<file path="config.mk">
export PLATFORM = sky130hd
export DESIGN_NAME = tmr_irq_router
export DESIGN_NICKNAME = d
export VERILOG_FILES = /design/src/rtl/tmr_irq_pkg.sv /design/src/rtl/tmr_irq_chan.sv /design/src/rtl/tmr_irq_msg_arb.sv /design/src/rtl/tmr_irq_legacy.sv /design/src/rtl/tmr_irq_router.sv
export SDC_FILE = /design/constraint.sdc
export NUM_CORES = 1
export LEC_CHECK = 0
export ABC_AREA = 1
export CAP_MARGIN = 20
export CELL_PAD_IN_SITES_DETAIL_PLACEMENT = 2
export CELL_PAD_IN_SITES_GLOBAL_PLACEMENT = 2
export CORE_MARGIN = 10
export CORE_UTILIZATION = 16
export CTS_CLUSTER_SIZE = 12
export DETAILED_ROUTE_END_ITERATION = 10
export PLACE_DENSITY_LB_ADDON = 0.1
export RECOVER_POWER = 25
export SLEW_MARGIN = 20
export SYNTH_ARGS = -nofsm -noshare
export SYNTH_HDL_FRONTEND = slang
export SYNTH_SLANG_ARGS = --single-unit
</file>
<file path="constraint.sdc">
create_clock -name clk_i -period 1.45 [get_ports clk_i]
set_input_delay 0.29 -clock clk_i [delete_from_list [all_inputs] [get_ports clk_i]]
set_output_delay 0.29 -clock clk_i [all_outputs]
set_load 0.03 [all_outputs]
</file>
<file path="src/rtl/tmr_irq_pkg.sv">
`timescale 1ns/1ps
package tmr_irq_pkg;
  localparam int WORD_W = 32;
  typedef logic [WORD_W-1:0] word_t;
  typedef struct packed {
    word_t addr;
    word_t data;
  } msg_t;
endpackage

</file>
<file path="src/rtl/tmr_irq_chan.sv">
`timescale 1ns/1ps
module tmr_irq_chan #(
  parameter int RW        = 5,
  parameter bit LEG_EN    = 1'b0,
  parameter int LEG_ROUTE = 0
) (
  input  logic          clk_i,
  input  logic          rst_ni,
  input  logic          glb_en_i,
  input  logic          legacy_i,
  input  logic          fire_i,
  input  logic          clear_i,
  input  logic          en_i,
  input  logic          level_i,
  input  logic          msg_en_i,
  input  logic [RW-1:0] route_i,
  output logic          held_o,
  output logic          pulse_o,
  output logic          msg_fire_o,
  output logic [RW-1:0] route_eff_o
);
  logic st_q, pulse_q, msg_q;
  logic act, msg_rise, drop, take;

  assign act      = en_i & glb_en_i;
  assign msg_rise = msg_en_i & ~msg_q;
  assign drop     = clear_i | ~act | msg_rise;
  assign take     = fire_i & act & ~clear_i;

  always_ff @(posedge clk_i or negedge rst_ni) begin
    if (!rst_ni) begin
      st_q    <= 1'b0;
      pulse_q <= 1'b0;
      msg_q   <= 1'b0;
    end else begin
      msg_q   <= msg_en_i;
      pulse_q <= take & ~msg_en_i & ~level_i;
      if (drop)                    st_q <= 1'b0;
      else if (take && !msg_en_i)  st_q <= level_i;
    end
  end

  assign msg_fire_o = take & msg_en_i;
  assign held_o     = st_q;
  assign pulse_o    = pulse_q;

  generate
    if (LEG_EN) begin : g_leg
      assign route_eff_o = legacy_i ? RW'(LEG_ROUTE) : route_i;
    end else begin : g_norm
      assign route_eff_o = route_i;
    end
  endgenerate

  a_r2_level_sets: assert property (@(posedge clk_i) disable iff (!rst_ni)
    (fire_i && en_i && glb_en_i && !clear_i && !msg_en_i && level_i) |=> st_q);
  a_r4_disabled_clears: assert property (@(posedge clk_i) disable iff (!rst_ni)
    !(en_i && glb_en_i) |=> !st_q);
  a_r3_edge_no_status: assert property (@(posedge clk_i) disable iff (!rst_ni)
    pulse_q |-> !st_q);
  a_r9_msg_no_hold: assert property (@(posedge clk_i) disable iff (!rst_ni)
    msg_q |-> !st_q);
endmodule

</file>
<file path="src/rtl/tmr_irq_msg_arb.sv">
`timescale 1ns/1ps
module tmr_irq_msg_arb
  import tmr_irq_pkg::*;
#(
  parameter int N_CH = 4
) (
  input  logic                  clk_i,
  input  logic                  rst_ni,
  input  logic [N_CH-1:0]       fire_i,
  input  msg_t [N_CH-1:0]       desc_i,
  input  logic                  ready_i,
  output logic                  valid_o,
  output msg_t                  msg_o
);
  logic [N_CH-1:0] pend_q, grant;
  logic            valid_q, load;
  msg_t            msg_q, sel;

  // lowest pending index wins
  assign grant = pend_q & (~pend_q + N_CH'(1));
  assign load  = (~valid_q | ready_i) & (|pend_q);

  always_comb begin
    sel = '0;
    for (int c = 0; c < N_CH; c++)
      if (grant[c]) sel = sel | desc_i[c];
  end

  always_ff @(posedge clk_i or negedge rst_ni) begin
    if (!rst_ni) begin
      pend_q  <= '0;
      valid_q <= 1'b0;
      msg_q   <= '0;
    end else begin
      pend_q <= (pend_q & ~(load ? grant : '0)) | fire_i;
      if (load) begin
        valid_q <= 1'b1;
        msg_q   <= sel;
      end else if (ready_i) begin
        valid_q <= 1'b0;
      end
    end
  end

  assign valid_o = valid_q;
  assign msg_o   = msg_q;

  a_r8_hold: assert property (@(posedge clk_i) disable iff (!rst_ni)
    (valid_q && !ready_i) |=> (valid_q && $stable(msg_q)));
  a_r8_one_grant: assert property (@(posedge clk_i) disable iff (!rst_ni)
    $onehot0(grant));
endmodule

</file>
<file path="src/rtl/tmr_irq_legacy.sv">
`timescale 1ns/1ps
module tmr_irq_legacy (
  input  logic clk_i,
  input  logic rst_ni,
  input  logic legacy_i,
  input  logic pit_i,
  input  logic rtc_i,
  output logic legacy_o,
  output logic ext_a_o,
  output logic ext_b_o,
  output logic pit_en_o
);
  logic leg_q, rtc_q, pit_prev_q, pit_pass_q;

  always_ff @(posedge clk_i or negedge rst_ni) begin
    if (!rst_ni) begin
      leg_q      <= 1'b0;
      rtc_q      <= 1'b0;
      pit_prev_q <= 1'b0;
      pit_pass_q <= 1'b0;
    end else begin
      leg_q      <= legacy_i;
      rtc_q      <= rtc_i;
      pit_prev_q <= pit_i;
      // forwarded only on change; held low in and on leaving the mode
      if (legacy_i || leg_q)     pit_pass_q <= 1'b0;
      else if (pit_i != pit_prev_q) pit_pass_q <= pit_i;
    end
  end

  assign legacy_o = leg_q;
  assign ext_a_o  = ~leg_q & pit_pass_q;
  assign ext_b_o  = ~leg_q & rtc_q;
  assign pit_en_o = ~leg_q;

  a_r11_pit_off: assert property (@(posedge clk_i) disable iff (!rst_ni)
    legacy_i |=> !pit_en_o);
  a_r11_no_pit_pass: assert property (@(posedge clk_i) disable iff (!rst_ni)
    leg_q |-> !pit_pass_q);
endmodule

</file>
<file path="src/rtl/tmr_irq_router.sv">
`timescale 1ns/1ps
module tmr_irq_router
  import tmr_irq_pkg::*;
#(
  parameter int N_CH       = 4,
  parameter int N_LINES    = 32,
  parameter int INV_BASE   = 16,
  parameter int LEG_LINE_A = 0,
  parameter int LEG_LINE_B = 8,
  localparam int RW        = $clog2(N_LINES)
) (
  input  logic                     clk_i,
  input  logic                     rst_ni,
  input  logic                     glb_en_i,
  input  logic                     legacy_i,
  input  logic [N_CH-1:0]          fire_i,
  input  logic [N_CH-1:0]          clear_i,
  input  logic [N_CH-1:0]          ch_en_i,
  input  logic [N_CH-1:0]          ch_level_i,
  input  logic [N_CH-1:0]          ch_msg_en_i,
  input  logic [N_CH-1:0][RW-1:0]  ch_route_i,
  input  logic [N_CH-1:0][63:0]    ch_msg_desc_i,
  input  logic                     pit_i,
  input  logic                     rtc_i,
  input  logic                     msg_ready_i,
  output logic [N_LINES-1:0]       irq_o,
  output logic [N_CH-1:0]          status_o,
  output logic                     pit_en_o,
  output logic                     msg_valid_o,
  output logic [WORD_W-1:0]        msg_addr_o,
  output logic [WORD_W-1:0]        msg_data_o
);
  localparam logic [N_LINES-1:0] INV_MASK = {N_LINES{1'b1}} << INV_BASE;

  logic                    leg_q, ext_a, ext_b;
  logic [N_CH-1:0]         held, pulse, msg_fire;
  logic [N_CH-1:0][RW-1:0] route_eff;
  msg_t [N_CH-1:0]         desc;
  msg_t                    msg;
  logic [N_LINES-1:0]      lines;

  tmr_irq_legacy u_legacy (
    .clk_i(clk_i), .rst_ni(rst_ni), .legacy_i(legacy_i), .pit_i(pit_i),
    .rtc_i(rtc_i), .legacy_o(leg_q), .ext_a_o(ext_a), .ext_b_o(ext_b),
    .pit_en_o(pit_en_o)
  );

  for (genvar c = 0; c < N_CH; c++) begin : g_ch
    assign desc[c] = '{addr: ch_msg_desc_i[c][63:32], data: ch_msg_desc_i[c][31:0]};
    tmr_irq_chan #(
      .RW(RW), .LEG_EN(c < 2), .LEG_ROUTE(c == 0 ? LEG_LINE_A : LEG_LINE_B)
    ) u_chan (
      .clk_i(clk_i), .rst_ni(rst_ni), .glb_en_i(glb_en_i), .legacy_i(leg_q),
      .fire_i(fire_i[c]), .clear_i(clear_i[c]), .en_i(ch_en_i[c]),
      .level_i(ch_level_i[c]), .msg_en_i(ch_msg_en_i[c]), .route_i(ch_route_i[c]),
      .held_o(held[c]), .pulse_o(pulse[c]), .msg_fire_o(msg_fire[c]),
      .route_eff_o(route_eff[c])
    );
  end

  tmr_irq_msg_arb #(.N_CH(N_CH)) u_arb (
    .clk_i(clk_i), .rst_ni(rst_ni), .fire_i(msg_fire), .desc_i(desc),
    .ready_i(msg_ready_i), .valid_o(msg_valid_o), .msg_o(msg)
  );

  always_comb begin
    lines = '0;
    for (int c = 0; c < N_CH; c++)
      if (held[c] || pulse[c]) lines[route_eff[c]] = 1'b1;
    lines[LEG_LINE_A] = lines[LEG_LINE_A] | ext_a;
    lines[LEG_LINE_B] = lines[LEG_LINE_B] | ext_b;
  end

  assign irq_o      = lines ^ INV_MASK;
  assign status_o   = held;
  assign msg_addr_o = msg.addr;
  assign msg_data_o = msg.data;

  a_r1_reset_idle: assert property (@(posedge clk_i) disable iff (!rst_ni)
    $past(!rst_ni) |-> (irq_o == INV_MASK && !msg_valid_o));
endmodule

</file>
## Yosys cells after proc, flatten, opt, wreduce, memory -nomap -nowiden

Index checks and enable logic that the tools add are counted.

| storage, ports and cells | value |
|---|---|
| register bits | 85 |
| bits in latches | 0 |
| bits in writable memories | 0 |
| ROM bits | 0 |
| output and inout port bits | 102 |
| memories | 0 |

| cells by class | value |
|---|---|
| add/sub/neg operators | 1 |
| multiply operators | 0 |
| divide/modulo/power cells | 0 |
| order comparisons | 8 |
| equal/unequal tests | 1 |
| shift-type cells | 0 |
| mux-type cells | 31 |
| bitwise gates (word level) | 76 |
| reductions and logical operators | 24 |

Operators by type and width:

| kind | count |
|---|---|
| two-way mux 64 bit | 4 |
| OR 64 bit | 3 |
| two-way mux 32 bit | 4 |
| OR 32 bit | 3 |
| bitwise AND 1 bit | 31 |
| less-than comparator 5 x 6 -> 1 bit, second input constant | 4 |
| inverter 1 bit | 22 |
| demux 1 bit (select 5 bit) | 4 |
| greater-or-equal comparator 5 x 1 -> 1 bit, second input constant | 4 |
| two-way mux 1 bit | 16 |
| inverter 16 bit | 1 |
| nonzero test 2 bit | 6 |
| OR 1 bit | 11 |
| two-way mux 5 bit | 2 |
| bitwise AND 4 bit | 2 |
| logical AND 1 bit | 8 |
| inverter 4 bit | 2 |
| logical OR 1 bit | 5 |
| adder 4 x 1 -> 4 bit, second input constant | 1 |
| zero test 1 bit | 4 |
| two-way mux 4 bit | 1 |
| OR 4 bit | 1 |
| OR reduction 4 bit | 1 |
| inequality test 1 bit | 1 |

## Logic depth before layout (Yosys ltp)

| logic depth | value |
|---|---|
| depth in word-level cells | 13 |
| mapped depth | 8 |
| mapped depth without buffers | 8 |

## By module

Synthesis repeated with hierarchy kept, for this count alone.

| second synthesis, totals | value |
|---|---|
| cell total of the unflattened synthesis | 1270 |
| area total of the unflattened synthesis | 7324.5 um^2 |

Modules (own cells, without submodules):

| module | times used | cells each | area an instance (um^2) | sequential area each (um^2) |
|---|---|---|---|---|
| tmr_irq_msg_arb | 1 | 797 | 4967.3 | 1726.7 |
| tmr_irq_router | 1 | 336 | 1383.8 | 0.0 |
| tmr_irq_chan at g_ch[2].u_chan ... | 2 | 28 | 206.4 | 75.1 |
| tmr_irq_chan at g_ch[0].u_chan | 1 | 33 | 206.4 | 75.1 |
| tmr_irq_chan at g_ch[1].u_chan | 1 | 32 | 205.2 | 75.1 |
| tmr_irq_legacy | 1 | 16 | 148.9 | 100.1 |

## Worst setup path before layout

No wires, ideal clock.

| path | value |
|---|---|
| kind | reg2out |
| start point | reg u_legacy.leg_q (netlist: u_legacy.legacy_o) |
| end point | out irq_o[18] |
| arrival time | 1.376 ns |
| required time | 1.160 ns |
| slack | -0.216 ns |
| stages on the path, launching flop included | 6 |
| buffers on the path | 1 |
| cells stage by stage | dfrtp_1 inv_2 buf_4 nand4_1 o21ai_0 nor2_1 |

| between the ends | value |
|---|---|
| cells in the longest elaborated chain, start to end | 13 |
| elaborated cells between the ends (all ways) | 20 |
| those cells by class | order compare: 4; mux: 10; bitwise: 4; reduce/logical: 2 |

Ends and longest elaborated chain:

| element | RTL line | source |
|---|---|---|
| from (decl) | tmr_irq_legacy.sv:13 | `logic leg_q, rtc_q, pit_prev_q, pit_pass_q;` |
| from (signal assigned) | tmr_irq_legacy.sv:22 | `leg_q <= legacy_i;` |
| two-way mux 5 bit | tmr_irq_chan.sv:49 | `assign route_eff_o = legacy_i ? RW'(LEG_ROUTE) : route_i;` |
| less-than comparator 5 x 6 -> 1 bit (implied by the code) / greater-or-equal comparator 5 x 1 -> 1 bit (equally long branches) | tmr_irq_router.sv:69 | `if (held[c] \|\| pulse[c]) lines[route_eff[c]] = 1'b1;` |
| logical AND 1 bit (implied by the code) | tmr_irq_router.sv:69 |  |
| two-way mux 1 bit (implied by the code) | tmr_irq_router.sv:69 |  |
| demux 1 bit (select 5 bit) | tmr_irq_router.sv:69 |  |
| two-way mux 32 bit | tmr_irq_router.sv:69 |  |
| OR 32 bit (no source line) | -- |  |
| two-way mux 32 bit (*) | tmr_irq_router.sv:69 |  |
| OR 32 bit (no source line) | -- |  |
| two-way mux 32 bit (*) | tmr_irq_router.sv:69 |  |
| OR 32 bit (no source line) | -- |  |
| two-way mux 32 bit (*) | tmr_irq_router.sv:69 |  |
| inverter 16 bit (no source line) (*) | -- |  |
| to (decl) | tmr_irq_router.sv:26 | `output logic [N_LINES-1:0] irq_o,` |

Every way passes the cells marked *; elsewhere a longest branch is shown, timed or not.

## Worst setup path in the final report

| path | value |
|---|---|
| start point | reg u_legacy.leg_q (netlist: u_legacy.legacy_o) |
| end point | out irq_o[2] |

| between the ends | value |
|---|---|
| cells in the longest elaborated chain, start to end | 12 |
| elaborated cells between the ends (all ways) | 19 |
| those cells by class | order compare: 4; mux: 10; bitwise: 3; reduce/logical: 2 |

Ends and longest elaborated chain:

| element | RTL line |
|---|---|
| two-way mux 5 bit | tmr_irq_chan.sv:49 |
| less-than comparator 5 x 6 -> 1 bit (implied by the code) / greater-or-equal comparator 5 x 1 -> 1 bit (equally long branches) | tmr_irq_router.sv:69 |
| logical AND 1 bit (implied by the code) | tmr_irq_router.sv:69 |
| two-way mux 1 bit (implied by the code) | tmr_irq_router.sv:69 |
| demux 1 bit (select 5 bit) | tmr_irq_router.sv:69 |
| two-way mux 32 bit | tmr_irq_router.sv:69 |
| OR 32 bit (no source line) | -- |
| two-way mux 32 bit (*) | tmr_irq_router.sv:69 |
| OR 32 bit (no source line) | -- |
| two-way mux 32 bit (*) | tmr_irq_router.sv:69 |
| OR 32 bit (no source line) | -- |
| two-way mux 32 bit (*) | tmr_irq_router.sv:69 |

Marked as above.

==> results by group <==
Outcome
  • Status: finished, violations left
  • Failing checks: setup timing

Setup path
  • R2r endpoint: u_arb.msg_o[60]
  • CP startpoint: u_legacy.legacy_o
  • Worst EP required: 1.16 ns
  • Setup crit end: irq_o[2]
  • R2R Setup Slk: -0.23 ns
  • CP Capture Type: primary output
  • Startpoint type of the worst setup path: flop
  • Worst path arrival time: 1.88 ns
  • Register-to-Register Path Depth: 10
  • CP Class: reg2out
  • Worst R2R Start: u_arb.pend_q[0]
  • Largest fanout on the critical path: 8

Global routing
  • Vias in the first global route: 11,100
  • Grt ovf: 0
  • Pin count of the biggest net entering global routing: 59
  • Met1 Use GR: 22.2%
  • Met2 usage: 37.7%
  • Met3 Use GR: 5.16%
  • GRT Util Overall: 20.2%
  • Global-route wire length before repair: 74,900 um
  • Top Usage Layer GRT: met2
  • Initial antenna violation count: 14

Route
  • Post-route ant nets: 0
  • WL per Instance: 24.0 um
  • Initial DRC count: 328
  • Via count: 9,890
  • # DRC: 0
  • Routed WL: 53,400 um
  • Drt pass-1 iters: 4
  • Vias per cell: 4.44

Run
  • Max Cap Viol: 0

Pwr
  • Peak VDD IR: 0.704 mV
  • Cell Pwr Density: 1130 mW/mm^2
  • Lkg Pwr: 7.22 nW

Place
  • DPL Wire Length: 39,600 um
  • Setup WS pre-CTS: -1.01 ns
  • Final GP Congestion: 0.835
  • Port Buffers: 404
  • Placed cells: 2,141

STA
  • Layout Skew: 0.00949 ns
  • Fmax: 0.462 GHz
  • Worst slew pin tran: 0.652 ns
  • Slew HR: 56.5%
  • Unrepaired setup endpoints after global routing: true
  • Setup violators final: 98
  • Final hold violation count: 0
  • Final Cycle Share: 149%
  • Worst setup margin: -0.715 ns
  • Final min period: 2.17 ns
  • Fin. max-slew vios: 0

Die
  • Core ar.: 0.0419 mm^2
  • Die height: 226 um
  • Starting Density: 16.2%
  • Std-Cell Rows: 75
  • Die W: 226 um
  • Die area: 0.0509 mm^2
  • I/O pins: 405

Synth
  • Biggest area consumer among synthesized cells: dfrtp_1
  • FF+latch count, synth: 85
  • Synth top area cells: dfrtp_1, nand2_1, nor2_1
  • Cell Area, Synth: 0.00676 mm^2
  • Synth Instances: 1,132
  • Yosys cell types: 23
  • Yosys top cell area share: 31.5%
  • Post-Syn Nets: 1,435
  • Avg Inst Size Synth: 5.97 um^2
  • Syn. warnings: 0
  • Post-synthesis sequential area ratio: 31.5%

Finish
  • Final net count: 1,981
  • Post-route insts no fill: 2,228
  • Layout fillers: 4,707
  • Synth-to-Final Area Change: 131%
  • Layout cells sized above 1: 31.9%

Clock tree
  • CTS tree: yes
  • Maximum buffer depth of the clock tree: 2
  • Clock Latency Late Sink: 0.37 ns
  • CTS buffer count: 9
  • Clk sinks: 85
  • H-tree depth: 3
  • Clock-pin slew on the worst setup and hold paths: 0.07 ns
  • Clock root buffer: clkbuf_16

Worst hold path
  • Worst min path class: in2async
-- where the power goes --
group | switching, mW | internal [mW] | total, mW
clock | 1.07 | 1.43 | 2.50
combinational | 5.37 | 5.76 | 11.1
sequential | 0.855 | 3.17 | 4.02
-- worst min path at each step --
stage | end | slack (ns)
2_1_floorplan | g_ch[0].u_chan.held_o | -0.006
3_3_place_gp | u_arb.msg_o[37] | 0.10
3_5_place_dp | u_arb.msg_o[37] | 0.11
4_1_cts | u_arb.msg_o[37] | 0.24
5_1_grt | u_arb.msg_o[37] | 0.34
6_report | u_arb.msg_o[37] | 0.31
-- cells by family after synthesis --
family	Yosys count	share of synthesized area (%)
AOI/OAI and AO/OA	37	3.03
buffers and inverters	124	8.18
DFF	85	31.5
and+or+nand+nor	886	57.3
-- layout make-up --
class,count,area (um^2),share of cell area [%]
flip-flops and latches,85,2130,13.6
clock inverters,3,43.8,0.280
repair buffers,602,7170,45.9
well taps,539,674,4.32
diodes,6,15.0,0.0961
multi-input cells,923,5080,32.5
inverters,57,248,1.59
clock buffers,13,260,1.67
-- Yosys cell counts --
cell type and count:
nand3b_1 64, o21ai_1 2, inv_2 4, a21oi_2 1, a21oi_1 2, buf_4 8, a31oi_1 3, buf_2 46
o21ai_0 24, nand2_1 503, clkbuf_1 7, inv_1 53, nor2_2 1, buf_1 6, o21a_1 4, nand3_1 96
nand4_1 67, nor3_1 9, dfrtp_1 85, a21boi_0 1, nor2_4 1, nor2_1 144, nor4_1 1
-- metal layers --
| metal | share of wire (%) | vias up |
|---|---|---|
| li1 | - | 4766 |
| met1 | 39 | 4836 |
| met3 | 5.3 | 51 |
| met4 | 1.8 | 12 |
| met2 | 54 | 225 |
| met5 | 0.13 | - |
-- registers in the layout (all words and copies together) (netlist names) --
signal	count
u_arb.msg_o	64
g_ch.u_chan.held_o	4
g_ch.u_chan.msg_q	4
g_ch.u_chan.pulse_o	4
u_arb.pend_q	4
u_arb.valid_o	1
u_legacy.legacy_o	1
u_legacy.pit_pass_q	1
u_legacy.pit_prev_q	1
u_legacy.rtc_q	1
-- layout by cell type, fill, tap and decap left out, types with 7 or more instances in the layout --
cell,count
nand2_1,391
buf_6,65
nand3_2,7
nand4_1,67
nand3_4,9
buf_16,17
nand2_2,87
clkbuf_16,9
o21ai_0,10
nor2_1,89
nand3b_1,64
nor2_2,26
clkdlybuf4s50_1,288
buf_4,103
dfrtp_1,82
buf_12,94
nand3_1,80
nand2_4,24
nor3_2,9
dlygate4sd3_1,8
inv_2,10
inv_1,41
nor2_4,31
-- worst max-delay path: stages, from the launching register on --
cell and delay [ns]:
dfrtp_1 0.40, clkinv_4 0.15, buf_6 0.16, nand2_4 0.09
nor2_4 0.04, nand2_4 0.08, buf_6 0.13, nor2_1 0.05
nor2_1 0.13, nand2_2 0.11, buf_6 0.16
-- per-stage QoR --
step / utilization, % / hold WS [ns] / TNS, ns / power, mW / instance area (um^2)
final: 37.3 / 0.313 / -29.96 / 17.7 / 15600
after floorplan: - / -0.00559 / -0.875 / 7.16 / 6940
after global placement: 31.4 / 0.104 / -36.15 / 13.2 / 13100
after global routing: 37.3 / 0.338 / -37.47 / 18.6 / 15600
after CTS: 35.5 / 0.241 / -29.93 / 17.8 / 14900
after detailed placement: 31.4 / 0.108 / -38.19 / 13.3 / 13100
-- what timing repair did --
| item | 4_1_cts | 5_1_grt |
|---|---|---|
| hold buffers | 1 | 0 |
| gates cloned | 21 | 0 |
| resized for setup | 227 | 201 |
| setup buffers | 29 | 18 |
| pin swaps | 54 | 44 |
| setup endpoints to repair | 96 | 106 |
| hold endpoints to repair | 28 | 0 |
(Power assumes the default switching activity.)
